## src/rtl/cmd_front_pkg.sv

```systemverilog
package cmd_front_pkg;

  localparam logic [7:0] FUNC_CFG = 8'hF0;

  typedef enum logic [2:0] {
    ST_IDLE,
    ST_FUNC,
    ST_CFG,
    ST_DATA,
    ST_DROP,
    ST_READ
  } cmdState_t;

  // strobes from the control unit to the datapath
  typedef struct packed {
    logic clrCnt;
    logic storeByte;
    logic loadCfg;
    logic rdRestart;
    logic rdNext;
    logic rdBlank;
  } dpCtrl_t;

endpackage

```

## src/rtl/cmd_front_ctrl.sv

```systemverilog
module cmd_front_ctrl
  import cmd_front_pkg::*;
#(
  parameter int NUM_SEL = 4,
  parameter int CNT_W   = 8
) (
  input  logic             clk,
  input  logic             rstN,
  input  logic             addrValid,
  input  logic             addrRead,
  input  logic             wrValid,
  input  logic [7:0]       wrByte,
  input  logic             rdReq,
  input  logic             stopStrobe,
  input  logic             burstDone,
  input  logic [CNT_W-1:0] fillCnt,
  input  logic             bufFull,
  output dpCtrl_t          strobes,
  output logic             addrAck,
  output logic             addrNack,
  output logic             dataAck,
  output logic             dataNack,
  output logic             burstStart,
  output logic [CNT_W-1:0] burstLen,
  output logic [3:0]       burstSel,
  output logic             busy
);

  localparam logic [3:0] SEL_OK = 4'((1 << NUM_SEL) - 1);

  cmdState_t state, nextState;
  logic [3:0] selLatch;
  logic ackAddrNext, nackAddrNext, ackDataNext, nackDataNext, launchNext;
  logic funcIsData;

  assign funcIsData = (wrByte[7:4] == 4'h0) && (wrByte[3:0] != 4'h0) &&
                      ((wrByte[3:0] & ~SEL_OK) == 4'h0);

  always_comb begin
    nextState    = state;
    strobes      = '0;
    ackAddrNext  = 1'b0;
    nackAddrNext = 1'b0;
    ackDataNext  = 1'b0;
    nackDataNext = 1'b0;
    launchNext   = 1'b0;
    if (addrValid) begin
      if (busy) begin
        nackAddrNext = 1'b1;
        nextState    = ST_IDLE;
      end else begin
        ackAddrNext = 1'b1;
        if (addrRead) begin
          nextState         = ST_READ;
          strobes.rdRestart = 1'b1;
        end else begin
          nextState = ST_FUNC;
        end
      end
    end else if (stopStrobe) begin
      if (state == ST_DATA && fillCnt != '0) launchNext = 1'b1;
      nextState = ST_IDLE;
    end else begin
      if (wrValid) begin
        case (state)
          ST_FUNC: begin
            if (wrByte == FUNC_CFG) begin
              ackDataNext = 1'b1;
              nextState   = ST_CFG;
            end else if (funcIsData) begin
              ackDataNext    = 1'b1;
              strobes.clrCnt = 1'b1;
              nextState      = ST_DATA;
            end else begin
              nackDataNext = 1'b1;
              nextState    = ST_DROP;
            end
          end
          ST_CFG: begin
            ackDataNext     = 1'b1;
            strobes.loadCfg = 1'b1;
            nextState       = ST_DROP;
          end
          ST_DATA: begin
            if (!bufFull) begin
              ackDataNext       = 1'b1;
              strobes.storeByte = 1'b1;
            end else begin
              nackDataNext = 1'b1;
            end
          end
          default: nackDataNext = 1'b1;
        endcase
      end
      if (rdReq) begin
        if (state == ST_READ) strobes.rdNext = 1'b1;
        else strobes.rdBlank = 1'b1;
      end
    end
  end

  always_ff @(posedge clk) begin
    if (!rstN) begin
      state      <= ST_IDLE;
      busy       <= 1'b0;
      addrAck    <= 1'b0;
      addrNack   <= 1'b0;
      dataAck    <= 1'b0;
      dataNack   <= 1'b0;
      burstStart <= 1'b0;
      burstLen   <= '0;
      burstSel   <= 4'h0;
      selLatch   <= 4'h0;
    end else begin
      state      <= nextState;
      addrAck    <= ackAddrNext;
      addrNack   <= nackAddrNext;
      dataAck    <= ackDataNext;
      dataNack   <= nackDataNext;
      burstStart <= launchNext;
      if (strobes.clrCnt) selLatch <= wrByte[3:0];
      if (launchNext) begin
        busy     <= 1'b1;
        burstLen <= fillCnt;
        burstSel <= selLatch;
      end else if (burstDone) begin
        busy <= 1'b0;
      end
    end
  end

endmodule

```

## src/rtl/cmd_front_dp.sv

```systemverilog
module cmd_front_dp
  import cmd_front_pkg::*;
#(
  parameter int DEPTH  = 200,
  parameter int CNT_W  = 8,
  parameter int ADDR_W = 8
) (
  input  logic              clk,
  input  logic              rstN,
  input  dpCtrl_t           strobes,
  input  logic [7:0]        wrByte,
  input  logic [ADDR_W-1:0] engRdAddr,
  input  logic              engWrEn,
  input  logic [ADDR_W-1:0] engWrAddr,
  input  logic [7:0]        engWrData,
  output logic [7:0]        engRdData,
  output logic [CNT_W-1:0]  fillCnt,
  output logic              bufFull,
  output logic [7:0]        rdData,
  output logic [7:0]        cfgReg
);

  localparam logic [CNT_W-1:0] DEPTH_C = CNT_W'(DEPTH);

  logic [7:0]       mem [DEPTH];
  logic [CNT_W-1:0] rdPtr;

  assign bufFull   = (fillCnt == DEPTH_C);
  assign engRdData = (CNT_W'(engRdAddr) < DEPTH_C) ? mem[engRdAddr] : 8'hFF;

  // engine write-back has priority; host stores are refused while busy
  always_ff @(posedge clk) begin
    if (engWrEn && (CNT_W'(engWrAddr) < DEPTH_C))
      mem[engWrAddr] <= engWrData;
    else if (strobes.storeByte)
      mem[fillCnt[ADDR_W-1:0]] <= wrByte;
  end

  always_ff @(posedge clk) begin
    if (!rstN) begin
      fillCnt <= '0;
      rdPtr   <= '0;
      rdData  <= 8'h00;
      cfgReg  <= 8'h00;
    end else begin
      if (strobes.clrCnt) fillCnt <= '0;
      else if (strobes.storeByte) fillCnt <= fillCnt + 1'b1;

      if (strobes.loadCfg) cfgReg <= wrByte;

      if (strobes.rdRestart) begin
        rdPtr <= '0;
      end else if (strobes.rdNext) begin
        if (rdPtr < DEPTH_C) begin
          rdData <= mem[rdPtr[ADDR_W-1:0]];
          rdPtr  <= rdPtr + 1'b1;
        end else begin
          rdData <= 8'hFF;
        end
      end else if (strobes.rdBlank) begin
        rdData <= 8'hFF;
      end
    end
  end

endmodule

```

## src/rtl/cmd_front_end.sv

```systemverilog
module cmd_front_end
  import cmd_front_pkg::*;
#(
  parameter int DEPTH   = 200,
  parameter int NUM_SEL = 4,
  localparam int CNT_W  = $clog2(DEPTH + 1),
  localparam int ADDR_W = $clog2(DEPTH)
) (
  input  logic              clk,
  input  logic              rstN,
  input  logic              addrValid,
  input  logic              addrRead,
  input  logic              wrValid,
  input  logic [7:0]        wrByte,
  input  logic              rdReq,
  input  logic              stopStrobe,
  output logic              addrAck,
  output logic              addrNack,
  output logic              dataAck,
  output logic              dataNack,
  output logic [7:0]        rdData,
  output logic [7:0]        cfgReg,
  output logic              burstStart,
  output logic [CNT_W-1:0]  burstLen,
  output logic [3:0]        burstSel,
  output logic              busy,
  input  logic              burstDone,
  input  logic [ADDR_W-1:0] engRdAddr,
  output logic [7:0]        engRdData,
  input  logic              engWrEn,
  input  logic [ADDR_W-1:0] engWrAddr,
  input  logic [7:0]        engWrData
);

  dpCtrl_t          strobes;
  logic [CNT_W-1:0] fillCnt;
  logic             bufFull;

  cmd_front_ctrl #(.NUM_SEL(NUM_SEL), .CNT_W(CNT_W)) ctrl_i (
    .clk(clk), .rstN(rstN),
    .addrValid(addrValid), .addrRead(addrRead),
    .wrValid(wrValid), .wrByte(wrByte),
    .rdReq(rdReq), .stopStrobe(stopStrobe), .burstDone(burstDone),
    .fillCnt(fillCnt), .bufFull(bufFull), .strobes(strobes),
    .addrAck(addrAck), .addrNack(addrNack),
    .dataAck(dataAck), .dataNack(dataNack),
    .burstStart(burstStart), .burstLen(burstLen), .burstSel(burstSel),
    .busy(busy)
  );

  cmd_front_dp #(.DEPTH(DEPTH), .CNT_W(CNT_W), .ADDR_W(ADDR_W)) dp_i (
    .clk(clk), .rstN(rstN), .strobes(strobes), .wrByte(wrByte),
    .engRdAddr(engRdAddr), .engWrEn(engWrEn),
    .engWrAddr(engWrAddr), .engWrData(engWrData),
    .engRdData(engRdData), .fillCnt(fillCnt), .bufFull(bufFull),
    .rdData(rdData), .cfgReg(cfgReg)
  );

endmodule

```

## config.mk

```make
export PLATFORM = sky130hd
export DESIGN_NAME = cmd_front_end
export DESIGN_NICKNAME = d
export VERILOG_FILES = /design/src/rtl/cmd_front_pkg.sv /design/src/rtl/cmd_front_ctrl.sv /design/src/rtl/cmd_front_dp.sv /design/src/rtl/cmd_front_end.sv
export SDC_FILE = /design/constraint.sdc
export NUM_CORES = 2
export LEC_CHECK = 0
export BUFFER_PORTS_ARGS = -buffer_cell sky130_fd_sc_hd__buf_2
export CAP_MARGIN = 10
export CORE_AREA = 4 4 486 368
export CTS_BUF_LIST = sky130_fd_sc_hd__clkbuf_4 sky130_fd_sc_hd__clkbuf_8 sky130_fd_sc_hd__clkbuf_16
export DETAILED_ROUTE_END_ITERATION = 10
export DIE_AREA = 0 0 490 372
export PLACE_DENSITY = 0.63
export SLEW_MARGIN = 15
export SYNTH_ARGS = -nofsm -noshare
export SYNTH_HDL_FRONTEND = slang
export SYNTH_SLANG_ARGS = --single-unit
```

## constraint.sdc

```tcl
create_clock -name clk -period 6.6 [get_ports clk]
set_input_delay 0.33 -clock clk [delete_from_list [all_inputs] [get_ports clk]]
set_output_delay 0.33 -clock clk [all_outputs]
set_load 0.005 [all_outputs]
```

# ---- After elaboration in Yosys (flattened, before gate mapping)
# Memories as Yosys holds them, arrays and structs flattened. A register that Yosys moved wholly into a read port is not among the register bits.
# Index checks and enable logic that the tools add are counted.
dict set report totals {
  reg_bits 57
  out_inout_bits 42
  mem_bits_rw 1600
  memories 1
}
# name depth width read_ports rd_clocked_by_memory_dff write_ports line
set mem_list {}
lappend mem_list {dp_i.mem 200 8 2 1 1 cmd_front_dp.sv:25} ;# logic [7:0] mem [DEPTH];
dict set report op_classes {
  magnitude_cmp 3
  bitwise 3
  mux 52
  n_reduce_logical 18
  n_addsub 2
  eq_ne 6
}
# op n
set op_table {}
lappend op_table {{two-way mux 8 bit} 8}
lappend op_table {{two-way mux 3 bit} 10}
lappend op_table {{two-way mux 1 bit} 28}
lappend op_table {{< comparator 8 bit (second input constant)} 3}
lappend op_table {{adder 8 x 1 -> 8 bit (second input constant)} 2}
lappend op_table {{equality test 8 bit (second input constant)} 2}
lappend op_table {{AND reduction 2 bit} 4}
lappend op_table {{nonzero test 4 bit} 2}
lappend op_table {{nonzero test 8 bit} 1}
lappend op_table {{OR reduction 8 bit} 1}
lappend op_table {{equality test 3 x 2 -> 1 bit (second input constant)} 2}
lappend op_table {{two-way mux 2 bit} 3}
lappend op_table {{one-hot mux 1 bit (3 select lines)} 2}
lappend op_table {{one-hot mux 3 bit (2 select lines)} 1}
lappend op_table {{logical NOT 4 bit} 1}
lappend op_table {{nonzero test 2 bit} 2}
lappend op_table {{OR reduction 2 bit} 2}
lappend op_table {{OR reduction 4 bit} 1}
lappend op_table {{equality test 3 x 1 -> 1 bit (second input constant)} 1}
lappend op_table {{equality test 3 bit (second input constant)} 1}
lappend op_table {{logical AND 1 bit} 3}
lappend op_table {{inverter 1 bit} 3}
lappend op_table {{nonzero test 3 bit} 1}

# ---- Logic depth before layout (Yosys ltp)
dict set report logic_depth {
  word_depth 13
  depth_mapped 13
}

# ---- By module
# A second synthesis with hierarchy kept.
dict set report unflattened {
  cells_unflattened 4407
  hier_area_um2 78218.8
}
# module seq_area_each_um2 cells_per_inst n_inst area_per_inst_um2
set by_module_without_submodules {}
lappend by_module_without_submodules {cmd_front_dp 48846.8 4278 1 77130.2}
lappend by_module_without_submodules {cmd_front_ctrl 500.5 129 1 1088.5}

# ---- Least setup slack after synthesis
# Ideal clock, no wire load.
dict set report synth_path {
  path_kind {reg-to-reg}
  start {reg dp_i.fillCnt[0]}
  end {mem dp_i.mem[0][0], data pin}
  stages_incl_launch_ff 11
  required_ns 5.914
  period_less_slack_ns 5.042
  slack_ns 1.558
  arrival_ns 4.355
  path_buffers 3
  setup_time_ns 0.686
  cell_sequence {dfxtp_1 inv_1 ha_1 or4b_4 o2111ai_4 nand2b_1 buf_4 buf_4 buf_2 nand2_1 nand2_1}
}
dict set report synth_between {
  elab_chain_len 11
}
# item line
set synth_lines {}
lappend synth_lines {{from (decl)} cmd_front_dp.sv:17} ;# output logic [CNT_W-1:0] fillCnt,
lappend synth_lines {{from (signal assigned)} cmd_front_dp.sv:47} ;# else if (strobes.storeByte) fillCnt <= fillCnt + 1'b1;
lappend synth_lines {{equality test 8 bit} cmd_front_dp.sv:28} ;# assign bufFull = (fillCnt == DEPTH_C);
lappend synth_lines {{two-way mux 1 bit} cmd_front_ctrl.sv:85} ;# if (!bufFull) begin
lappend synth_lines {{two-way mux 1 bit} cmd_front_ctrl.sv:65} ;# case (state)
lappend synth_lines {{two-way mux 3 bit} cmd_front_ctrl.sv:64} ;# if (wrValid) begin
lappend synth_lines {{two-way mux 3 bit} cmd_front_ctrl.sv:60} ;# end else if (stopStrobe) begin
lappend synth_lines {{two-way mux 3 bit} cmd_front_ctrl.sv:47} ;# if (addrValid) begin
lappend synth_lines {{two-way mux 1 bit} cmd_front_dp.sv:35} ;# else if (strobes.storeByte)
lappend synth_lines {{two-way mux 1 bit} cmd_front_dp.sv:33} ;# if (engWrEn && (CNT_W'(engWrAddr) < DEPTH_C))
lappend synth_lines {{two-way mux 1 bit (implied by the code)} cmd_front_dp.sv:36} ;# mem[fillCnt[ADDR_W-1:0]] <= wrByte;
lappend synth_lines {{OR reduction 8 bit (no line)} n/a}
lappend synth_lines {{two-way mux 8 bit (no line)} n/a}
lappend synth_lines {{to (decl)} cmd_front_dp.sv:25}
# No other way between the ends.

# ---- Worst setup path after layout
dict set report layout_path {
  start {reg dp_i.fillCnt[1]}
  end {mem dp_i.mem[101][6] (enable)}
}
dict set report layout_between {
  elab_chain_len 11
}
# item line
set layout_lines {}
lappend layout_lines {{equality test 8 bit} cmd_front_dp.sv:28}
lappend layout_lines {{two-way mux 1 bit} cmd_front_ctrl.sv:85}
lappend layout_lines {{two-way mux 1 bit} cmd_front_ctrl.sv:65}
lappend layout_lines {{two-way mux 3 bit} cmd_front_ctrl.sv:64}
lappend layout_lines {{two-way mux 3 bit} cmd_front_ctrl.sv:60}
lappend layout_lines {{two-way mux 3 bit} cmd_front_ctrl.sv:47}
lappend layout_lines {{two-way mux 1 bit} cmd_front_dp.sv:35}
lappend layout_lines {{two-way mux 1 bit} cmd_front_dp.sv:33}
lappend layout_lines {{two-way mux 1 bit (implied by the code)} cmd_front_dp.sv:36}
lappend layout_lines {{OR reduction 8 bit (no line)} n/a}
lappend layout_lines {{two-way mux 8 bit (no line) / two-way mux 1 bit (equally long branches)} n/a}
# Several ways; a longest one is shown, not always the timed one.

==> out/metrics.csv <==
metric,value,unit
fmax,0.198,GHz
criticalPathCategory,flop to flop,
h-tree-depth,4,
grt-ovfl-total,0,
outcome,"finished, final reports clean",
synth_top_area_share,0.617,
cts.sinks,1665,
drt_iter0_markers,7915,
clockBufferDepth,3,
worst_pin_slew,1.35,ns
place.gp.congestion,0.952,
dp_slack,1.58,ns
final.min_clock_period,5.05,ns
syn-instance-count,4129,
worstPathMaxFanout,27,
critPathRequiredTime,7.02,ns
grt_pass1_vias,44300,
fin_crit_sh,0.765,
drv_cap,0,
dpl.hpwl,175000,um
clock-root-buffer,clkbuf_16,
die_h,372,um
synth_warnings,0,
io_buffers,82,
cts_buffers,161,
finalSetupTns,0,ns
synthesis.nets,4173,
area_growth,11.0,%
grt_setup_unrepaired,no,
min_path_type,input pin to flop,
wire_per_inst,39.8,um
endpoint_kind,flop,
vias_per_cell,7.04,
powerDensity,261,nW/um^2
firstDrtPassIters,6,
num_rows,133,
fin_area,86500,sq um
synth_area_per_cell,18.9,sq um
synthFlopType,edfxtp_1,
leakage,26.2,nW
yosysSeqAreaShare,0.634,
dpl_cell_area,80900,sq um
clk_pin_slew,0.07,ns
netlist_top_cells_area,"edfxtp_1, mux4_2, mux2i_1, dfxtp_1, nor2_1",
dieArea,182000,sq um
drive_gt1_frac,0.317,
syn-cell-area,77900,sq um
slew_headroom,0.0951,
clock_skew,0.0288,ns
start_kind,flop,
core_area,174000,sq um
holdWs,0.152,ns
yosysTopAreaCell,edfxtp_1,
drc,0,
ys_seq_elements,1665,
crit_arrival,5.47,ns
grt_max_degree,140,
nNetsFinal,4224,
cts_tree,yes,
clk_latency,0.82,ns
via_count,46600,
setup_viol,0,
hold_viol,0,
grt.total_usage,0.288,
final-max-slew-violation-count,0,
wl,264000,um
synth_edf_count,1600,
antenna_left,0,
ir_drop,0.268,mV
synthArstFlopShare,0,
cts_setup_buffers,0,
final_cell_mix,"edfxtp_1, mux4_2, nor2_1",
final_common_cell,edfxtp_1,
grt_pass1_wl,365000,um
ys_types,78,
ios,83,
setup_slack,1.55,ns
die_w,490,um
antenna_found_initial,20,
start_util,0.447,
[metrics by stage]
step	std cells	utilization	total power, mW
final	6623	0.496	22.6
after global routing	6616	0.496	23.1
after CTS	6612	0.496	22.6
after detailed placement	6298	0.464	13.1
after global placement	6298	0.464	13.1
after floorplan	4129	-	12.5
[worst max-delay path: stages (launching register included)]
cell and delay [ns]:
dfxtp_1 0.45, inv_1 0.12, ha_1 0.19, or4b_4 0.22, o2111ai_4 0.18, nand2b_1 0.67, o21ai_0 1.08, nand2_1 0.86
nor2_1 0.85
[cell type report]
type,instances,area [sq um]
diodes,11,27.5
clock inverters,107,1080
clock buffers,193,4350
repair buffers,213,1880
flip-flops and latches,1665,49400
well taps,2295,2870
fillers,13900,87700
inverters,13,51.3
multi-input cells,2126,26900
[path summary, 6_finish.rpt]
path / endpoint / slack, ns / from / cells after the start
setup / recovery: dp_i.mem[101][6]$_DFFE_PP_ / 1.55 / dp_i.fillCnt[1]$_SDFFE_PP0P_ / 8
hold / removal: ctrl_i.busy$_SDFFE_PN0P_ / 0.15 / rstN / 2
setup reg to reg: dp_i.mem[101][6]$_DFFE_PP_ / 1.55 / dp_i.fillCnt[1]$_SDFFE_PP0P_ / 8
hold reg to reg: dp_i.rdPtr[1]$_SDFFE_PP0P_ / 0.50 / dp_i.rdPtr[1]$_SDFFE_PP0P_ / 2
[state kept, by name (all words and copies together), names as in the netlist, named ones only]
register / flops
dp_i.rdPtr: 8
dp_i.rdData: 8
ctrl_i.burstLen: 8
dp_i.fillCnt: 8
ctrl_i.addrAck: 1
dp_i.cfgReg: 8
ctrl_i.busy: 1
ctrl_i.state: 3
ctrl_i.addrNack: 1
ctrl_i.burstStart: 1
dp_i.mem: 1600
ctrl_i.dataNack: 1
ctrl_i.burstSel: 4
ctrl_i.dataAck: 1
ctrl_i.selLatch: 4
[Yosys cell counts, types with 6 or more instances]
cell type / count
a211oi_1: 31
a21oi_1: 81
a221oi_1: 31
a22o_1: 9
a22oi_1: 113
a31oi_1: 19
a32oi_1: 6
and2_1: 18
and3_1: 11
buf_1: 27
buf_2: 105
buf_4: 47
buf_6: 33
clkbuf_1: 112
dfxtp_1: 65
edfxtp_1: 1600
inv_1: 10
mux2i_1: 136
mux4_2: 841
nand2_1: 176
nand2b_1: 18
nand3_1: 46
nand4_1: 9
nor2_1: 280
nor2b_1: 49
nor3_1: 23
nor3b_1: 10
nor4_1: 20
o211ai_1: 13
o21a_1: 6
o21ai_0: 50
o221ai_1: 7
o22ai_1: 29
or3_1: 14
xnor2_1: 7
[metal layers]
metal	share of wire	vias to the layer above	global-route usage
li1	-	17700	-
met1	0.39	24800	0.410
met2	0.42	3624	0.396
met3	0.16	533	0.122
met4	0.040	12	0.101
met5	0.00052	-	0
[timing repair]
item	4_1_cts	5_1_grt
endpoints found under the hold margin	23	0
gates resized for setup	0	0
hold buffers	14	0
setup endpoints to repair	0	0
[kinds of logic (layout without fill, tap and decap cells)]
logic type,after synthesis,count (layout),synth area share
DFF,1665,1665,0.634
muxes,982,982,0.261
and+or+nand+nor,695,695,0.0408
AOI/OAI and AO/OA,434,434,0.0389
buffers and inverters,338,526,0.0236
xor gates and xnor gates,12,12,0.00135
adders and majority gates,3,3,0.000482
other,0,11,0
[where the power goes]
group / internal, mW / switching, mW
sequential: 11.6 / 0.0182
combinational: 0.415 / 0.878
clock: 5.41 / 4.25
(Power assumes the default switching activity.)
